**src/rtl/clkpre_pkg.sv**
```systemverilog
`timescale 1ns/1ps
package clkpre_pkg;
  // Unlock sequencer states
  typedef enum logic [0:0] {
    UL_IDLE  = 1'b0,
    UL_ARMED = 1'b1
  } ul_state_e;
endpackage

```
**src/rtl/clkpre_rst_sync.sv**
```systemverilog
`timescale 1ns/1ps
module clkpre_rst_sync #(
  parameter int STAGES = 2
) (
  input  logic clk,
  input  logic arst_n,
  output logic rst_n_sync
);
  logic [STAGES-1:0] chain_q;

  // Bit 0 takes a constant 1 on every clock.
  always_ff @(posedge clk or negedge arst_n) begin
    if (!arst_n) chain_q[0] <= 1'b0;
    else         chain_q[0] <= 1'b1;
  end

  // The remaining stages shift that 1 along the chain.
  for (genvar g = 1; g < STAGES; g++) begin : g_stage
    always_ff @(posedge clk or negedge arst_n) begin
      if (!arst_n) chain_q[g] <= 1'b0;
      else         chain_q[g] <= chain_q[g-1];
    end
  end

  assign rst_n_sync = chain_q[STAGES-1];
endmodule

```
**src/rtl/clkpre_unlock.sv**
```systemverilog
`timescale 1ns/1ps
module clkpre_unlock
  import clkpre_pkg::*;
#(
  parameter int SEL_W   = 4,
  parameter int MAX_SEL = 8,
  parameter int WIN_CYC = 4,
  parameter int DATA_W  = 8
) (
  input  logic              clk,
  input  logic              rst_n,
  input  logic [SEL_W-1:0]  cfg_sel,
  input  logic              wr_en,
  input  logic [DATA_W-1:0] wr_data,
  output logic [SEL_W-1:0]  sel_o,
  output logic              win_open_o
);
  localparam int               WIN_W    = $clog2(WIN_CYC + 1);
  localparam int               CE_POS   = DATA_W - 1;
  localparam logic [SEL_W-1:0] MAX_CODE = SEL_W'(MAX_SEL);
  localparam logic [DATA_W-1:0] UNLOCK_PAT = {1'b1, {(DATA_W-1){1'b0}}};

  ul_state_e        st_q, st_d;
  logic [WIN_W-1:0] win_q, win_d;
  logic [SEL_W-1:0] sel_q, sel_d;
  logic             init_q, init_d;

  logic             is_unlock, is_update, code_ok;
  logic [SEL_W-1:0] wr_code, cfg_clamped;

  always_comb begin
    is_unlock   = wr_en && (wr_data == UNLOCK_PAT);
    is_update   = wr_en && !wr_data[CE_POS] && (st_q == UL_ARMED);
    wr_code     = wr_data[SEL_W-1:0];
    code_ok     = (wr_code <= MAX_CODE);
    cfg_clamped = (cfg_sel > MAX_CODE) ? '0 : cfg_sel;
  end

  // Next-state logic
  always_comb begin
    st_d   = st_q;
    win_d  = win_q;
    sel_d  = sel_q;
    init_d = init_q;
    // The window counts down on its own.
    if (win_q != '0) win_d = win_q - WIN_W'(1);
    if (win_d == '0) st_d = UL_IDLE;
    if (!init_q) begin
      sel_d  = cfg_clamped;
      init_d = 1'b1;
    end else if (is_unlock) begin
      st_d  = UL_ARMED;
      win_d = WIN_W'(WIN_CYC);
    end else if (is_update) begin
      if (code_ok) sel_d = wr_code;
      st_d  = UL_IDLE;
      win_d = '0;
    end else if (wr_en) begin
      // Any other write disarms the sequencer.
      st_d  = UL_IDLE;
      win_d = '0;
    end
  end

  // State registers
  always_ff @(posedge clk or negedge rst_n) begin
    if (!rst_n) begin
      st_q   <= UL_IDLE;
      win_q  <= '0;
      sel_q  <= '0;
      init_q <= 1'b0;
    end else begin
      st_q   <= st_d;
      win_q  <= win_d;
      sel_q  <= sel_d;
      init_q <= init_d;
    end
  end

  assign sel_o      = sel_q;
  assign win_open_o = (st_q == UL_ARMED);

  AST_LOCKED_HOLD: assert property (@(posedge clk) disable iff (!rst_n)
    (init_q && !(wr_en && st_q == UL_ARMED)) |=> $stable(sel_q));
  AST_RESERVED_HOLD: assert property (@(posedge clk) disable iff (!rst_n)
    (init_q && wr_en && !wr_data[CE_POS] && (wr_data[SEL_W-1:0] > MAX_CODE)) |=> $stable(sel_q));
  AST_WIN_EXPIRE: assert property (@(posedge clk) disable iff (!rst_n)
    (st_q == UL_ARMED && win_q == WIN_W'(1) && !wr_en) |=> (st_q == UL_IDLE));
endmodule

```
**src/rtl/clkpre_divider.sv**
```systemverilog
`timescale 1ns/1ps
module clkpre_divider #(
  parameter int SEL_W   = 4,
  parameter int MAX_SEL = 8
) (
  input  logic             clk,
  input  logic             rst_n,
  input  logic [SEL_W-1:0] tgt_sel,
  output logic             pulse_req
);
  localparam int CNT_W = (MAX_SEL < 1) ? 1 : MAX_SEL;

  // Terminal count for a given code: 2^code - 1
  function automatic logic [CNT_W-1:0] lim_of(input logic [SEL_W-1:0] c);
    logic [CNT_W:0] p;
    p = (CNT_W+1)'(1) << c;
    return CNT_W'(p - (CNT_W+1)'(1));
  endfunction

  logic [CNT_W-1:0] cnt_q, cnt_d, cur_lim;
  logic [SEL_W-1:0] cur_q, cur_d;
  logic             wrap;

  always_comb begin
    cur_lim = lim_of(cur_q);
    wrap    = (cnt_q == cur_lim);
    cnt_d   = cnt_q + CNT_W'(1);
    cur_d   = cur_q;
    if (wrap) begin
      // A pending code is taken only at a period boundary.
      cnt_d = '0;
      cur_d = tgt_sel;
    end
  end

  always_ff @(posedge clk or negedge rst_n) begin
    if (!rst_n) begin
      cnt_q <= '0;
      cur_q <= '0;
    end else begin
      cnt_q <= cnt_d;
      cur_q <= cur_d;
    end
  end

  assign pulse_req = (cnt_q == '0);

  AST_CNT_IN_RANGE: assert property (@(posedge clk) disable iff (!rst_n)
    cnt_q <= cur_lim);
  AST_SWAP_ON_RESTART: assert property (@(posedge clk) disable iff (!rst_n)
    (cnt_q != '0) |-> $stable(cur_q));
endmodule

```
**src/rtl/clkpre_gate.sv**
```systemverilog
`timescale 1ns/1ps
module clkpre_gate (
  input  logic clk,
  input  logic rst_n,
  input  logic en_in,
  output logic gclk
);
  logic en_q;

  // Enable captured while clk is low, so the AND never forms a partial pulse.
  always_ff @(negedge clk or negedge rst_n) begin
    if (!rst_n) en_q <= 1'b1;
    else        en_q <= en_in;
  end

  assign gclk = clk & en_q;
endmodule

```
**src/rtl/pwr2_clk_prescaler.sv**
```systemverilog
`timescale 1ns/1ps
module pwr2_clk_prescaler #(
  parameter int SEL_W       = 4,
  parameter int MAX_SEL     = 8,
  parameter int WIN_CYC     = 4,
  parameter int DATA_W      = 8,
  parameter int SYNC_STAGES = 2
) (
  input  logic              clk_in,
  input  logic              rst_n,
  input  logic [SEL_W-1:0]  cfg_div_sel,
  input  logic              cko_en,
  input  logic              wr_en,
  input  logic [DATA_W-1:0] wr_data,
  output logic [DATA_W-1:0] rd_data,
  output logic              core_clk,
  output logic              clk_pin
);
  logic             rst_sync_n;
  logic [SEL_W-1:0] sel;
  logic             win_open;
  logic             pulse_req;

  clkpre_rst_sync #(.STAGES(SYNC_STAGES)) u_rst (
    .clk        (clk_in),
    .arst_n     (rst_n),
    .rst_n_sync (rst_sync_n)
  );

  clkpre_unlock #(
    .SEL_W(SEL_W), .MAX_SEL(MAX_SEL), .WIN_CYC(WIN_CYC), .DATA_W(DATA_W)
  ) u_unlock (
    .clk        (clk_in),
    .rst_n      (rst_sync_n),
    .cfg_sel    (cfg_div_sel),
    .wr_en      (wr_en),
    .wr_data    (wr_data),
    .sel_o      (sel),
    .win_open_o (win_open)
  );

  clkpre_divider #(.SEL_W(SEL_W), .MAX_SEL(MAX_SEL)) u_div (
    .clk       (clk_in),
    .rst_n     (rst_sync_n),
    .tgt_sel   (sel),
    .pulse_req (pulse_req)
  );

  clkpre_gate u_gate (
    .clk   (clk_in),
    .rst_n (rst_sync_n),
    .en_in (pulse_req),
    .gclk  (core_clk)
  );

  always_comb begin
    rd_data             = '0;
    rd_data[SEL_W-1:0]  = sel;
    rd_data[DATA_W-1]   = win_open;
  end

  assign clk_pin = core_clk & cko_en;
endmodule

```
**config.mk**
```make
export PLATFORM = sky130hd
export DESIGN_NAME = pwr2_clk_prescaler
export DESIGN_NICKNAME = d
export VERILOG_FILES = /design/src/rtl/clkpre_pkg.sv /design/src/rtl/clkpre_rst_sync.sv /design/src/rtl/clkpre_unlock.sv /design/src/rtl/clkpre_divider.sv /design/src/rtl/clkpre_gate.sv /design/src/rtl/pwr2_clk_prescaler.sv
export SDC_FILE = /design/constraint.sdc
export NUM_CORES = 1
export LEC_CHECK = 0
export ABC_AREA = 1
export ABC_CLOCK_PERIOD_IN_PS = 800
export BUFFER_PORTS_ARGS = -buffer_cell sky130_fd_sc_hd__buf_2
export CAP_MARGIN = 15
export CORE_MARGIN = 2
export CORE_UTILIZATION = 45
export DETAILED_ROUTE_END_ITERATION = 8
export PLACE_DENSITY = 0.69
export SETUP_SLACK_MARGIN = 0.2
export SLEW_MARGIN = 25
export SYNTH_ARGS = -nofsm -noshare
export SYNTH_HDL_FRONTEND = slang
export SYNTH_SLANG_ARGS = --single-unit
```
**constraint.sdc**
```tcl
create_clock -name clk_in -period 0.8 [get_ports clk_in]
set_input_delay 0.04 -clock clk_in [delete_from_list [all_inputs] [get_ports clk_in]]
set_output_delay 0.04 -clock clk_in [all_outputs]
set_load 0.02 [all_outputs]
```
==> results.sh <==
export IMPL_status="complete, but fails checks"
export IMPL_ff2ff_setup_slack_ns=-1.27
export IMPL_power_frac_clock=0.271
export IMPL_grt_ovfl_total=0
export IMPL_drv_slew=0
export IMPL_pwr_share_comb=0.389
export IMPL_worstPathArrival_ns=2.38
export IMPL_ios=26
export IMPL_ff2ff_path_depth=12
export IMPL_synth_edf_count=0
export IMPL_intPower_mw=2.81
export IMPL_sequentialPowerShare=0.341
export IMPL_totalWireLength_um=4350
export IMPL_grt_usage=0.259
export IMPL_num_rows=20
export IMPL_worstHoldStart="wr_data[6]"
export IMPL_crit_type="register to register"
export IMPL_vias=1670
export IMPL_crit_buf_inv=1
export IMPL_syn_area_per_cell_um2=7.20
export IMPL_yosys_register_bits=24
export IMPL_drt_iter0_markers=92
export IMPL_hold_class="input port to register"
export IMPL_drcViolationCount=0
export IMPL_clk_pin_slew_ns=0.14
export IMPL_synth_seq_area_share=0.414
export IMPL_cellPowerDensity_nw_per_um2=1680
export IMPL_cts_tree="yes"
export IMPL_grt_max_degree=22
export IMPL_hold_viol=5
export IMPL_drt_first_pass_iters=4
export IMPL_yosys_warnings=0
export IMPL_endpoint="u_div.cur_q[3]"
export IMPL_min_period_ns=2.07
export IMPL_worst_setup_path_end_kind="register"
export IMPL_drive_gt1_frac=0.488
export IMPL_fmax_ghz=0.484
export IMPL_antenna_found_initial=0
export IMPL_critical_path_slowest_cell="dfrtp_1"
export IMPL_io_buffers=22
export IMPL_crit_path_start="u_div.cur_q[1]"
export IMPL_crit_family="simple AND/OR/NAND/NOR gates"
export IMPL_synth_area_leader_cell="dfrtp_1"
export IMPL_utilization=0.796
export IMPL_synthCells=202
export IMPL_dp_hpwl_um=2570
export IMPL_hold_ws_ns=-0.0675
export IMPL_cp_cell_sequence="nor2_2, nand2_2, ha_4, inv_2, nand2_1, nand2_1, nor2_1, nand3_1, nor2_4, nand3_4, nand2_2, nand2_1"
export IMPL_rr_endpoint="u_div.cur_q[3]"
export IMPL_syn_area_um2=1450
export IMPL_syn2layout_area_growth_pct=67.1
export IMPL_finalSetupViolations=29
export IMPL_grt_pass1_wl_um=6800
export IMPL_viasPerCell=4.90
export IMPL_synth_flop_cell="dfrtp_1"
export IMPL_failed_checks="negative hold slack, negative setup slack"
export IMPL_worst_slack_ns=-1.27
export IMPL_min_period_over_period=2.58
export IMPL_p_sw_mw=1.28
export IMPL_critPathLaunchType="register"
export IMPL_cp_max_fo=6
export IMPL_reg2reg_from="u_div.cur_q[1]"
export IMPL_ant_nets=0
export IMPL_die_x_um=60.8
export IMPL_start_util=0.476
export IMPL_clock_latency_ns=0.48
export IMPL_synth_area_top_cells="dfrtp_1, nand2_1, inv_1"
export IMPL_fin_nets=319
export IMPL_fillCellCount=213
export IMPL_cp_common_cell="nand2_1"
export IMPL_ys_types=26
export IMPL_num_antenna_cells=0
export IMPL_p_sw_frac=0.313
export IMPL_power_leakage_nw=1.29
export IMPL_fin_cells=341
export IMPL_netlist_area_leader_share=0.396
export IMPL_grt_pass1_vias=1669
export IMPL_met2_length_um=2300
export IMPL_dp_slack_ns=-1.09
export IMPL_worstPathRequired_ns=1.11
export IMPL_gp_congestion=0.860
export IMPL_die_h_um=60.8
export IMPL_wl_per_cell_um=12.8
export IMPL_grt_setup_unrepaired="true"
export IMPL_coreArea_um2=3050
export IMPL_peakVddDrop_mv=1.96
export IMPL_dieArea_um2=3700
export IMPL_fin_skew_ns=0.0799
export IMPL_cap_violations=0
export IMPL_wl_met3_um=223
export IMPL_async_reset_ff_frac=1.00
export IMPL_placed_cells=308
export IMPL_dr_max_layer_used="met4"
export IMPL_crit_path_max_incr_delay_ns=0.46
export IMPL_met1Wirelength_um=1680
export IMPL_crit_cells=12
[Yosys cell counts (all sizes together) (3+ instances only)]
cell and number:
nor2 19, nand4 8, inv 38, o21ai 8, buf 5, nand2 60
nand3 17, ha 5, xor2 3, dfrtp 23, a31oi 4, nor3 3
[power groups by stage]
stage               registers [mW]  logic, mW  clock network (mW)
global placement              1.40      0.996              0.0158
CTS                           1.38       1.27                1.12
global route                  1.40       1.75                1.21
detailed placement            1.41       1.04              0.0158
floorplan                     1.44      0.565              0.0158
finish                        1.39       1.59                1.11
[repair_timing]
action,in CTS,in global routing
hold endpoints to repair,8,7
hold buffers,5,1
endpoints found under the setup margin,30,32
setup buffers,7,5
pin swaps,4,11
gates cloned,1,0
resized for setup,32,31
[worst min path at each step]
stage	cells after the start	to	slack, ns
floorplan	0	u_rst.chain_q[0]	-0.26
global placement	1	u_rst.chain_q[0]	-0.17
detailed placement	1	u_rst.chain_q[0]	-0.17
CTS	4	u_unlock.win_open_o	-0.07
global route	4	u_unlock.win_q[2]	-0.04
finish	4	u_unlock.win_q[2]	-0.07
[through the flow]
stage	instance area (um2)	TNS (ns)	power [mW]
after CTS	2320	-18.20	3.77
after floorplan	1510	-14.92	2.02
final	2430	-21.48	4.09
after detailed placement	1950	-16.30	2.46
after global routing	2430	-23.81	4.37
after global placement	1950	-15.65	2.42
[final cells by class]
| cell class | instances | area, um2 | area share |
|---|---|---|---|
| clock buffer | 17 | 166 | 0.0685 |
| clock inverter | 2 | 10.0 | 0.00412 |
| inverter | 36 | 135 | 0.0556 |
| multi-input combinational | 139 | 860 | 0.354 |
| sequential | 24 | 606 | 0.249 |
| tap | 44 | 55.1 | 0.0227 |
| timing repair buffer | 79 | 598 | 0.246 |
[routing by layer]
metal | global-route usage | vias up
li1 | - | 818
met1 | 0.271 | 765
met2 | 0.441 | 67
met3 | 0.0896 | 20
met4 | 0.165 | 0
met5 | 0 | -
[tightest hold or removal path: stages]
cell and delay, ns:
buf_2 0.07, nor3_1 0.04, nand4_1 0.12, o21ai_2 0.06
[placed cells by master (no fill, tap or decap), types with 2 or more instances in the layout]
| cell type | count |
|---|---|
| nor3_1 | 3 |
| nand3_1 | 14 |
| buf_2 | 15 |
| dlygate4sd3_1 | 5 |
| nor2_1 | 11 |
| inv_2 | 14 |
| o21ai_0 | 4 |
| nand4_1 | 8 |
| nand2_1 | 46 |
| nor2_4 | 3 |
| ha_1 | 2 |
| buf_8 | 2 |
| ha_4 | 3 |
| buf_4 | 51 |
| buf_6 | 11 |
| dfrtp_1 | 22 |
| clkbuf_8 | 2 |
| nor2_2 | 5 |
| conb_1 | 5 |
| nand3_4 | 2 |
| o21ai_2 | 3 |
| a31oi_1 | 4 |
| nand2_2 | 13 |
| clkbuf_4 | 10 |
| xor2_1 | 2 |
| inv_1 | 23 |
| nand3_2 | 2 |
[cell families after synthesis]
logic type / synth area share
buffers and inverters: 0.127
AOI/OAI and AO/OA: 0.0620
DFF: 0.414
other: 0.00517
and+or+nand+nor: 0.325
adders and majority gates: 0.0430
xor gates and xnor gates: 0.0241
[state kept, by name, summed over array words and instances (netlist names)]
register / flops
u_gate.en_q: 1
u_rst.rst_n_sync: 1
u_div.cnt_q: 8
u_unlock.win_open_o: 1
u_unlock.init_q: 1
u_unlock.sel_o: 4
u_div.cur_q: 4
u_unlock.win_q: 3
u_rst.chain_q: 1
Note: power is estimated with default switching activity, not from simulation.
